File: src/rtl/adc_bus_pkg.sv
package adc_bus_pkg;
  localparam int DATA_W  = 10;
  localparam int CH_W    = 3;
  localparam int NUM_RES = 2;

  // Field order matches the bit positions decoded from the bus word.
  typedef struct packed {
    logic            int_mode;
    logic            pwr_down;
    logic            half_scale;
    logic            dual;
    logic [CH_W-1:0] ch_b;
    logic [CH_W-1:0] ch_a;
  } ctl_t;

  typedef enum logic [1:0] {
    SQ_IDLE  = 2'd0,
    SQ_ACQ   = 2'd1,
    SQ_CONV1 = 2'd2,
    SQ_CONV2 = 2'd3
  } seq_st_t;
endpackage

File: src/rtl/adc_bus_sync.sv
module adc_bus_sync
  import adc_bus_pkg::*;
#(
  parameter int STAGES = 2,
  parameter int W      = DATA_W
) (
  input  logic         clk,
  input  logic         rst_n,
  input  logic         cs_n,
  input  logic         wr_n,
  input  logic         rd_n,
  input  logic [W-1:0] db_in,
  output logic         wr_fall,
  output logic         wr_rise,
  output logic         rd_fall,
  output logic         rd_rise,
  output logic [W-1:0] wr_word
);
  // Each stage holds {cs, wr, rd}.
  logic [STAGES-1:0][2:0] stg_q;
  logic [2:0]             lvl_q;
  logic [2:0]             cur;
  logic [W-1:0]           word_q;
  logic [W-1:0]           word_d;
  logic                   word_en;

  assign cur     = stg_q[STAGES-1];
  assign word_en = ~cur[1];

  always_comb begin
    word_d = word_q;
    if (word_en) word_d = db_in;
  end

  always_ff @(posedge clk or negedge rst_n) begin
    if (!rst_n) begin
      stg_q  <= '1;
      lvl_q  <= '1;
      word_q <= '0;
    end else begin
      stg_q[0] <= {cs_n, wr_n, rd_n};
      for (int i = 1; i < STAGES; i++) stg_q[i] <= stg_q[i-1];
      lvl_q  <= cur;
      word_q <= word_d;
    end
  end

  // Edges only count while chip select is low in the synchronized domain.
  assign wr_fall = lvl_q[1] & ~cur[1] & ~cur[2];
  assign wr_rise = ~lvl_q[1] & cur[1] & ~lvl_q[2];
  assign rd_fall = lvl_q[0] & ~cur[0] & ~cur[2];
  assign rd_rise = ~lvl_q[0] & cur[0] & ~lvl_q[2];
  assign wr_word = word_q;
endmodule

File: src/rtl/adc_conv_seq.sv
module adc_conv_seq
  import adc_bus_pkg::*;
#(
  parameter int ACQ_CYC = 4
) (
  input  logic            clk,
  input  logic            rst_n,
  input  logic            start_req,
  input  logic            bus_hit,
  input  logic            dual,
  input  logic [CH_W-1:0] ch_a,
  input  logic [CH_W-1:0] ch_b,
  input  logic            sar_done,
  output logic            sar_start,
  output logic            sar_abort,
  output logic [CH_W-1:0] sar_chan,
  output logic            busy,
  output logic            store_1,
  output logic            store_2,
  output logic            finish
);
  localparam int CW = (ACQ_CYC > 1) ? $clog2(ACQ_CYC) : 1;

  seq_st_t         st_q, st_d;
  logic [CW-1:0]   cnt_q, cnt_d;
  logic            use_b;

  assign busy = (st_q != SQ_IDLE);

  always_comb begin
    st_d      = st_q;
    cnt_d     = cnt_q;
    sar_start = 1'b0;
    store_1   = 1'b0;
    store_2   = 1'b0;
    finish    = 1'b0;
    use_b     = (st_q == SQ_CONV2);
    sar_abort = busy & (bus_hit | start_req);
    if (start_req) begin
      st_d  = SQ_ACQ;
      cnt_d = CW'(ACQ_CYC - 1);
    end else if (sar_abort) begin
      st_d = SQ_IDLE;
    end else begin
      case (st_q)
        SQ_ACQ: begin
          if (cnt_q == '0) begin
            sar_start = 1'b1;
            st_d      = SQ_CONV1;
          end else begin
            cnt_d = cnt_q - 1'b1;
          end
        end
        SQ_CONV1: begin
          if (sar_done) begin
            store_1 = 1'b1;
            if (dual) begin
              sar_start = 1'b1;
              use_b     = 1'b1;
              st_d      = SQ_CONV2;
            end else begin
              finish = 1'b1;
              st_d   = SQ_IDLE;
            end
          end
        end
        SQ_CONV2: begin
          if (sar_done) begin
            store_2 = 1'b1;
            finish  = 1'b1;
            st_d    = SQ_IDLE;
          end
        end
        default: ;
      endcase
    end
  end

  assign sar_chan = use_b ? ch_b : ch_a;

  always_ff @(posedge clk or negedge rst_n) begin
    if (!rst_n) begin
      st_q  <= SQ_IDLE;
      cnt_q <= '0;
    end else begin
      st_q  <= st_d;
      cnt_q <= cnt_d;
    end
  end
endmodule

File: src/rtl/adc_result_bank.sv
module adc_result_bank
  import adc_bus_pkg::*;
#(
  parameter int NREG = NUM_RES,
  parameter int W    = DATA_W
) (
  input  logic            clk,
  input  logic            rst_n,
  input  logic [NREG-1:0] store,
  input  logic [W-1:0]    sar_result,
  input  logic            sel_clr,
  input  logic            sel_adv,
  input  logic            multi,
  output logic [W-1:0]    rd_word
);
  localparam int SW = (NREG > 1) ? $clog2(NREG) : 1;

  logic [NREG-1:0][W-1:0] res_all;
  logic [SW-1:0]          sel_q, sel_d;

  for (genvar g = 0; g < NREG; g++) begin : g_res
    logic [W-1:0] r_q;
    always_ff @(posedge clk or negedge rst_n) begin
      if (!rst_n)        r_q <= '0;
      else if (store[g]) r_q <= sar_result;
    end
    assign res_all[g] = r_q;
  end

  always_comb begin
    sel_d = sel_q;
    if (sel_clr) begin
      sel_d = '0;
    end else if (sel_adv && multi) begin
      if (sel_q == SW'(NREG - 1)) sel_d = '0;
      else                        sel_d = sel_q + 1'b1;
    end
  end

  always_ff @(posedge clk or negedge rst_n) begin
    if (!rst_n) sel_q <= '0;
    else        sel_q <= sel_d;
  end

  assign rd_word = res_all[sel_q];
endmodule

File: src/rtl/adc_bus_ctrl.sv
module adc_bus_ctrl
  import adc_bus_pkg::*;
#(
  parameter int ACQ_CYC     = 4,
  parameter int SYNC_STAGES = 2
) (
  input  logic              clk,
  input  logic              rst_n,
  input  logic              cs_n,
  input  logic              wr_n,
  input  logic              rd_n,
  input  logic [DATA_W-1:0] db_in,
  output logic [DATA_W-1:0] db_out,
  output logic              db_oe,
  output logic              flag_n,
  output logic              sar_start,
  output logic              sar_abort,
  output logic [CH_W-1:0]   sar_chan,
  output logic              sar_ref,
  input  logic              sar_done,
  input  logic [DATA_W-1:0] sar_result
);
  logic [1:0]        rst_pipe;
  logic              rst_i_n;
  logic              wr_fall, wr_rise, rd_fall, rd_rise;
  logic [DATA_W-1:0] wr_word;
  ctl_t              wr_ctl;
  ctl_t              cfg_q, cfg_d;
  logic              int_pend_q, int_pend_d;
  logic              start_req, bus_hit;
  logic              busy, store_1, store_2, finish;

  // Asynchronous assertion, synchronous release.
  always_ff @(posedge clk or negedge rst_n) begin
    if (!rst_n) rst_pipe <= '0;
    else        rst_pipe <= {rst_pipe[0], 1'b1};
  end
  assign rst_i_n = rst_pipe[1];

  adc_bus_sync #(.STAGES(SYNC_STAGES), .W(DATA_W)) u_sync (
    .clk     (clk),
    .rst_n   (rst_i_n),
    .cs_n    (cs_n),
    .wr_n    (wr_n),
    .rd_n    (rd_n),
    .db_in   (db_in),
    .wr_fall (wr_fall),
    .wr_rise (wr_rise),
    .rd_fall (rd_fall),
    .rd_rise (rd_rise),
    .wr_word (wr_word)
  );

  assign wr_ctl    = ctl_t'(wr_word);
  assign start_req = wr_rise & ~wr_ctl.pwr_down;
  assign bus_hit   = wr_fall | rd_fall;

  always_comb begin
    cfg_d = cfg_q;
    if (wr_rise) cfg_d = wr_ctl;
  end

  always_comb begin
    int_pend_d = int_pend_q;
    if (bus_hit)                     int_pend_d = 1'b0;
    else if (finish && cfg_q.int_mode) int_pend_d = 1'b1;
  end

  always_ff @(posedge clk or negedge rst_i_n) begin
    if (!rst_i_n) begin
      cfg_q      <= '0;
      int_pend_q <= 1'b0;
    end else begin
      cfg_q      <= cfg_d;
      int_pend_q <= int_pend_d;
    end
  end

  adc_conv_seq #(.ACQ_CYC(ACQ_CYC)) u_seq (
    .clk       (clk),
    .rst_n     (rst_i_n),
    .start_req (start_req),
    .bus_hit   (bus_hit),
    .dual      (cfg_q.dual),
    .ch_a      (cfg_q.ch_a),
    .ch_b      (cfg_q.ch_b),
    .sar_done  (sar_done),
    .sar_start (sar_start),
    .sar_abort (sar_abort),
    .sar_chan  (sar_chan),
    .busy      (busy),
    .store_1   (store_1),
    .store_2   (store_2),
    .finish    (finish)
  );

  adc_result_bank #(.NREG(NUM_RES), .W(DATA_W)) u_bank (
    .clk        (clk),
    .rst_n      (rst_i_n),
    .store      ({store_2, store_1}),
    .sar_result (sar_result),
    .sel_clr    (wr_rise),
    .sel_adv    (rd_rise),
    .multi      (cfg_q.dual),
    .rd_word    (db_out)
  );

  assign sar_ref = cfg_q.half_scale;
  assign db_oe   = ~cs_n & ~rd_n;
  assign flag_n  = cfg_q.int_mode ? ~int_pend_q : ~busy;
endmodule

File: config.mk
export PLATFORM = sky130hd
export DESIGN_NAME = adc_bus_ctrl
export DESIGN_NICKNAME = d
export VERILOG_FILES = /design/src/rtl/adc_bus_pkg.sv /design/src/rtl/adc_bus_sync.sv /design/src/rtl/adc_conv_seq.sv /design/src/rtl/adc_result_bank.sv /design/src/rtl/adc_bus_ctrl.sv
export SDC_FILE = /design/constraint.sdc
export NUM_CORES = 1
export LEC_CHECK = 0
export BUFFER_PORTS_ARGS = -buffer_cell sky130_fd_sc_hd__buf_4
export CORE_MARGIN = 2
export CORE_UTILIZATION = 55
export DETAILED_ROUTE_END_ITERATION = 7
export PLACE_DENSITY = 0.77
export RECOVER_POWER = 25
export SETUP_SLACK_MARGIN = 0.2
export SLEW_MARGIN = 30
export SYNTH_ARGS = -nofsm -noshare
export SYNTH_HDL_FRONTEND = slang
export SYNTH_HIERARCHICAL = 1
export SYNTH_SLANG_ARGS = --single-unit
File: constraint.sdc
create_clock -name clk -period 3.2 [get_ports clk]
set_input_delay 0.64 -clock clk [delete_from_list [all_inputs] [get_ports clk]]
set_output_delay 0.64 -clock clk [all_outputs]
set_load 0.01 [all_outputs]
==> impl_results.md, run 1 <==
* Status: finished with violations
* Failing checks: max-capacitance violations, max-slew violations
* Crit. End Element: output port
* Total gr overflow at 0
* DRT Wirelength at 4.733 mm
* Fin crit share at 95.81%
* CTS Hold Buffers Added at 0
* H-tree depth at 2
* Ant. Diodes at 0
* Layout Skew at 0.006708 ns
* Gr usage total at 20.16%
* Post-route ant nets at 0
* Io pins at 44
* Max cap viols at 1
* Peak supply drop at 0.4512 mV
* Post-synthesis register bit count at 56
* Net Count, Synth at 206
* Register area share after synthesis at 55.70%
* Path depth of the worst reg2reg path at 0
* Global-route wire length before repair at 8.079 mm
* PwrDens at 785.8 nW/um^2
* WL/cell at 16.90 um
* Number of core rows at 24
* Post-synthesis cell type count at 33
* EDFF count, synth at 0
* Hold WS at 0.09196 ns
* Detailed placer's ending HPWL at 3.399 mm
* Critical Path RT at 2.56 ns
* Synthesized instance count at 172
* Arr. time, crit path at 2.43 ns
* Via density at 5.414
* CP Max Fanout at 3
* Starting DRT DRC Count at 88
* Initial Utilization at 57.85%
* Tot Pwr at 0.002413 W
* Layout cells sized above 1 at 55.70%
* Nets at 261
* Area growth syn-to-layout at 21.07%
* Clock root buffer: clkbuf_8
* Synth Flop Type: dfrtp_1
* Num CTS Buffers at 5
* Die Height at 71.91 um
* Die area at 5170 sq um
* Asr flop ratio synth at 100.0%
* RSZ-0062 raised after global routing: yes
* GP Congestion at 0.8433
* Max_slew headroom at -36.80%
* IO buf count at 43
* Core area at 4384 sq um
* Setup violations, final at 0
* Crit path kind: register to output port
* Setup tns final at 0 ns
* Worst-Skew Late Latency at 0.31 ns
* Die Wd at 71.91 um
* Clk buf depth at 2
* Vias at 1516
* DRC at 0
* Worst-Margin Slew at 2.052 ns
* # clock sinks at 56
* Critical path launch point type: register
* Pre-Repair DR Iteration Count at 4
* Final Hold Viols at 0
* Max Freq at 0.3262 GHz
* Pleak at 1.438 nW
* Initial antenna violation count at 0
* CTS tree: yes
* Max Slew Vio Count at 55
* Yosys warnings at 6
* Hold WC Path Type: primary input to asynchronous set/reset pin
* Final min period at 3.066 ns
* Syn avg cell area at 14.75 sq um
* Synth Cell Area at 2536 sq um
* CTS clock-pin slew for the worst setup and hold paths at 0.10 ns
* Vias in the first global route at 1698
* Largest net degree at the start of global routing at 55
## where the power goes
group / internal [W] / leakage, nW / switching [W]
registers: 0.000917 / 0.651 / 0.000151
clock network: 0.000156 / 0.0445 / 0.000228
logic: 0.000578 / 0.742 / 0.000383
total: 0.00165 / 1.44 / 0.000761
## through the flow
| stage | util [%] | area, sq um | cells | setup WS (ns) |
|---|---|---|---|---|
| after floorplan | - | 2536 | 172 | 0.3593 |
| after global placement | 66.30 | 2907 | 267 | 0.4010 |
| after detailed placement | 66.35 | 2909 | 267 | 0.3095 |
| after CTS | 69.38 | 3042 | 277 | 0.2215 |
| after global routing | 70.03 | 3070 | 280 | 0.03280 |
| final | 70.03 | 3070 | 280 | 0.1340 |
## worst max-delay path: stages, from the launching register on
cell and delay [ns]:
dfstp_1 0.58, nor3b_2 0.07, or2_4 0.26, nor2b_4 0.14
nor3_4 0.23, mux2i_2 0.24, buf_4 0.17, mux2_4 0.30
buf_6 0.12
## synthesized netlist by cell type (all sizes together) (2+ instances only)
library cell / n / share of area, %
a21oi: 4 / 0.79
nand2: 3 / 0.44
dfstp: 9 / 9.3
nor3b: 4 / 1.4
mux2: 52 / 26
inv: 8 / 1.2
dfrtp: 47 / 46
ha: 8 / 3.9
mux2i: 3 / 1.2
nor2: 9 / 1.3
buf: 5 / 2.2
nor3: 2 / 0.59
nor2b: 3 / 0.84
## kinds of logic (layout without fill, tap and decap cells)
group | Yosys count | in the layout | share of synthesized area [%]
compound gates | 12 | 12 | 3.602
xor+xnor | 1 | 1 | 0.3454
fa+ha+maj | 8 | 8 | 3.947
buf+inv | 13 | 69 | 3.404
flops | 56 | 56 | 55.70
mux | 55 | 55 | 26.79
other cells | 1 | 1 | 0.1479
simple gates | 26 | 26 | 6.068
## cell usage in the layout, fill, tap and decap left out, types with 2 or more instances in the layout
master,instances
dfrtp_1,46
buf_4,45
mux2_2,32
mux2_4,20
nor2_1,9
inv_1,8
ha_1,7
dfstp_2,7
clkbuf_8,5
a21oi_1,4
clkbuf_1,3
buf_6,3
nand2_1,3
mux2i_1,2
nor2b_1,2
clkbuf_4,2
nor3b_2,2
nor3b_1,2
dfstp_1,2
## area by class of cell
class | instances | area [sq um]
multi-input combinational | 103 | 1074
sequential | 56 | 1414
clock inverter | 3 | 21.27
timing repair buffer | 53 | 397.9
clock buffer | 5 | 68.82
inverter | 8 | 30.03
tap | 52 | 65.06
fill | 305 | 1314
## routing by layer
layer  GRT usage, %  wire length (um)  vias up
met5              0                 0        -
met4          6.709                81        0
met3          5.278               198       10
met2          33.44              2513       39
met1          25.98              1939      762
li1               -                 -      705
## worst paths after layout
path                                           startpoint                        end  slack, ns
worst min-delay path                                rst_n      rst_pipe[1]$_DFF_PN0_       0.09
max in group asynchronous           rst_pipe[1]$_DFF_PN0_  u_seq/st_q[0]$_DFFE_PN0P_       1.01
min in group clk                u_sync/stg_q[2]$_DFF_PN1_    u_sync/cur[2]$_DFF_PN1_       0.36
worst max-delay path              u_sync/cur[2]$_DFF_PN1_                sar_chan[0]       0.13
worst max register to register      rst_pipe[1]$_DFF_PN0_  u_seq/st_q[0]$_DFFE_PN0P_       1.01
worst min register to register  u_sync/stg_q[2]$_DFF_PN1_    u_sync/cur[2]$_DFF_PN1_       0.36
## repair_timing
item	in CTS	in global routing
endpoints found under the setup margin	3	3
pin swaps	1	2
setup buffers	2	3
gates resized for setup	7	6
## sequential cells by signal (all words and copies together) (netlist names)
register	flops
u_bank/sel_q	1
cfg_q	8
sar_ref	1
u_sync/stg_q	3
u_seq/st_q	2
rst_pipe	2
u_seq/cnt_q	2
u_bank/g_res.r_q	20
u_sync/cur	3
int_pend_q	1
u_sync/lvl_q	3
u_sync/wr_word	10
(Power assumes the default switching activity.)
==> run 2, diff against run 1 <==
--- a/config.mk
+++ b/config.mk
@@ -11,6 +11,7 @@
 export DETAILED_ROUTE_END_ITERATION = 7
 export PLACE_DENSITY = 0.77
 export RECOVER_POWER = 25
+export REMOVE_ABC_BUFFERS = 1
 export SETUP_SLACK_MARGIN = 0.2
 export SLEW_MARGIN = 30
 export SYNTH_ARGS = -nofsm -noshare
==> impl_results.md, run 2 (synthesis gave the netlist of run 1 again) <==
* Via density at 5.394 (-0.38%)
* Vias in the first global route at 1743 (+2.7%)
* Initial Utilization at 57.85% (unchanged)
* Max Freq at 0.3354 GHz (+2.8%)
* Layout Skew at 0.008920 ns (+0.002212 ns)
* CTS tree: yes
* Peak supply drop at 0.5268 mV (+17%)
* Area growth syn-to-layout at 24.12%
* Top reg by flops: u_bank/g_res.r_q
* Sequential Power Share at 42.3% (-2.0 points)
* # clock sinks at 56 (unchanged)
* Number of core rows at 24 (unchanged)
* Arr. time, crit path at 2.34 ns (-0.09 ns)
* Layout cells sized above 1 at 57.02% (+1.3 points)
* Cell count after placement at 267 (unchanged)
* Die Wd at 71.91 um (unchanged)
* Sw Pwr at 0.0007780 W (+2.2%)
* Setup violations, final at 0 (unchanged)
* DRC at 0 (unchanged)
* Vias at 1548 (+2.1%)
* DRT Wirelength at 5.036 mm (+6.4%)
* RSZ-0062 raised after global routing: yes
* Max FFs per register at 20 (unchanged)
* Core area at 4384 sq um (unchanged)
* Most common cell after layout, fill and taps aside: buf_4
* Nets at 268 (+2.7%)
* Io pins at 44 (unchanged)
* Int Pwr at 0.001760 W (+6.6%)
* Setup slack after layout at 0.2182 ns (+0.08417 ns)
* PwrDens at 806.2 nW/um^2 (+2.6%)
* Worst-Skew Late Latency at 0.30 ns (about the same)
* Die Height at 71.91 um (unchanged)
* Most frequent cells in the layout: buf_4 (53), dfrtp_1 (45), mux2_2 (32), mux2_4 (19), nor2_1 (9)
* IO buf count at 43 (unchanged)
* CTS Hold Buffers Added at 0 (unchanged)
* Clk buf depth at 2 (unchanged)
* CTS clock-pin slew for the worst setup and hold paths at 0.09 ns (about the same)
* GP Congestion at 0.9206 (+9.2%)
* Place WS at 0.3401 ns (+0.03060 ns)
* Total gr overflow at 0 (unchanged)
* Clock Power Share at 17.7% (+1.8 points)
* Starting DRT DRC Count at 55 (-38%)
* Global-route wire length before repair at 8.252 mm (+2.1%)
* CP Max Fanout at 3 (unchanged)
* Status: finished with violations
* Post-route ant nets at 0 (unchanged)
* Crit. End Element: output port
* Fin crit share at 93.18% (-2.6 points)
* Pleak at 1.485 nW (+3.3%)
* CP startpoint: u_sync/cur[2]$_DFF_PN1_
* Initial antenna violation count at 0 (unchanged)
* Hold WS at 0.09949 ns (+0.007533 ns)
* Max cap viols at 1 (unchanged)
* Failing checks: max-capacitance violations, max-slew violations
* Ant. Diodes at 0 (unchanged)
* Critical path launch point type: register
* Final Util at 71.80% (+1.8 points)
* Gr usage total at 20.96% (+0.80 points)
* Hold WC Path Type: primary input to asynchronous set/reset pin
* Largest net degree at the start of global routing at 55 (unchanged)
* Worst flop-to-flop path startpoint: u_sync/lvl_q[1]$_DFF_PN1_
* Clock root buffer: clkbuf_8
* Worst-Margin Slew at 2.080 ns (+0.02820 ns)
* Die area at 5170 sq um (unchanged)
* Num CTS Buffers at 5 (unchanged)
* Sw Ratio at 30.66% (-0.90 points)
* WL/cell at 17.55 um (+3.8%)
* Post-Layout Cell Count at 287 (+2.5%)
* Logic pwr share at 40.0% (+0.2 points)
* Max_slew headroom at -38.68% (-1.9 points)
* Pre-Repair DR Iteration Count at 4 (unchanged)
* Detailed placer's ending HPWL at 3.356 mm (-1.3%)
* Crit path kind: register to output port
* Final min period at 2.982 ns (-0.08417 ns)
* H-tree depth at 2 (unchanged)
* Max Slew Vio Count at 55 (unchanged)
* Final Hold Viols at 0 (unchanged)
* Critical Path RT at 2.56 ns (about the same)
-- run 2: cell types whose count changed in the layout (fill, tap and decap cells not counted), sizes merged --
cell	before	now
clkbuf	10	11
bufinv	0	1
inv	9	8
clkinvlp	1	0
buf	48	55
-- run 2: worst paths after layout --
kind / end / slack [ns] / cells past startpoint
setup / recovery: sar_chan[2] / 0.22 / 8
hold / removal: rst_pipe[0]$_DFF_PN0_ / 0.1 / 1
setup reg to reg: u_bank/g_res[0].r_q[2]$_DFFE_PN0P_ / 0.28 / 16
hold reg to reg: rst_pipe[1]$_DFF_PN0_ / 0.36 / 0
max in group asynchronous: u_seq/st_q[0]$_DFFE_PN0P_ / 0.97 / 0
min in group clk: rst_pipe[1]$_DFF_PN0_ / 0.36 / 0
-- run 2: layer usage --
layer / global-route usage (%) / share of wire (%) / wire [um] / vias up
met4: 7.128 / 2.0 / 99 / 0
met2: 37.86 / 54 / 2695 / 31
met3: 4.306 / 2.6 / 132 / 11
met5: 0 / 0 / 0 / -
met1: 24.95 / 42 / 2109 / 789
li1: - / - / - / 717
-- run 2: area by class of cell --
cell class | instances | area [sq um]
multi-input cells | 103 | 1080
repair buffers | 60 | 450.4
inverters | 8 | 30.03
flip-flops and latches | 56 | 1415
clock buffers | 6 | 72.57
clock inverters | 2 | 35.03
fillers | 298 | 1236
well taps | 52 | 65.06
-- run 2: critical path, stage by stage (launching register included) --
cell and delay, ns:
dfstp_1 0.57, nor3b_2 0.06, or2_4 0.26, nor2b_4 0.14, nor3_4 0.15, mux2i_2 0.23, buf_4 0.17, mux2_1 0.32
buf_4 0.14
-- run 2: timing repair --
action                                  in CTS  in global routing
setup buffers                               11                  1
endpoints found under the setup margin       3                 13
pin swaps                                    1                  0
resized for setup                            7                  6
-- run 2: power by group through the flow --
stage               Combinational [W]  Clock (W)  Sequential [W]
floorplan                    0.000587          0         0.00103
global placement             0.000842          0         0.00106
detailed placement           0.000897          0         0.00108
CTS                          0.000987   0.000457         0.00107
global route                  0.00108   0.000486         0.00110
finish                        0.00102   0.000448         0.00107
-- run 2: metrics by stage --
| stage | power, W | cell area [sq um] | TNS [ns] |
|---|---|---|---|
| after floorplan | 0.001619 | 2480 | -0.4741 |
| after global placement | 0.001898 | 2907 | 0 |
| after detailed placement | 0.001978 | 2909 | 0 |
| after CTS | 0.002512 | 3127 | 0 |
| after global routing | 0.002669 | 3148 | 0 |
| final | 0.002538 | 3148 | 0 |
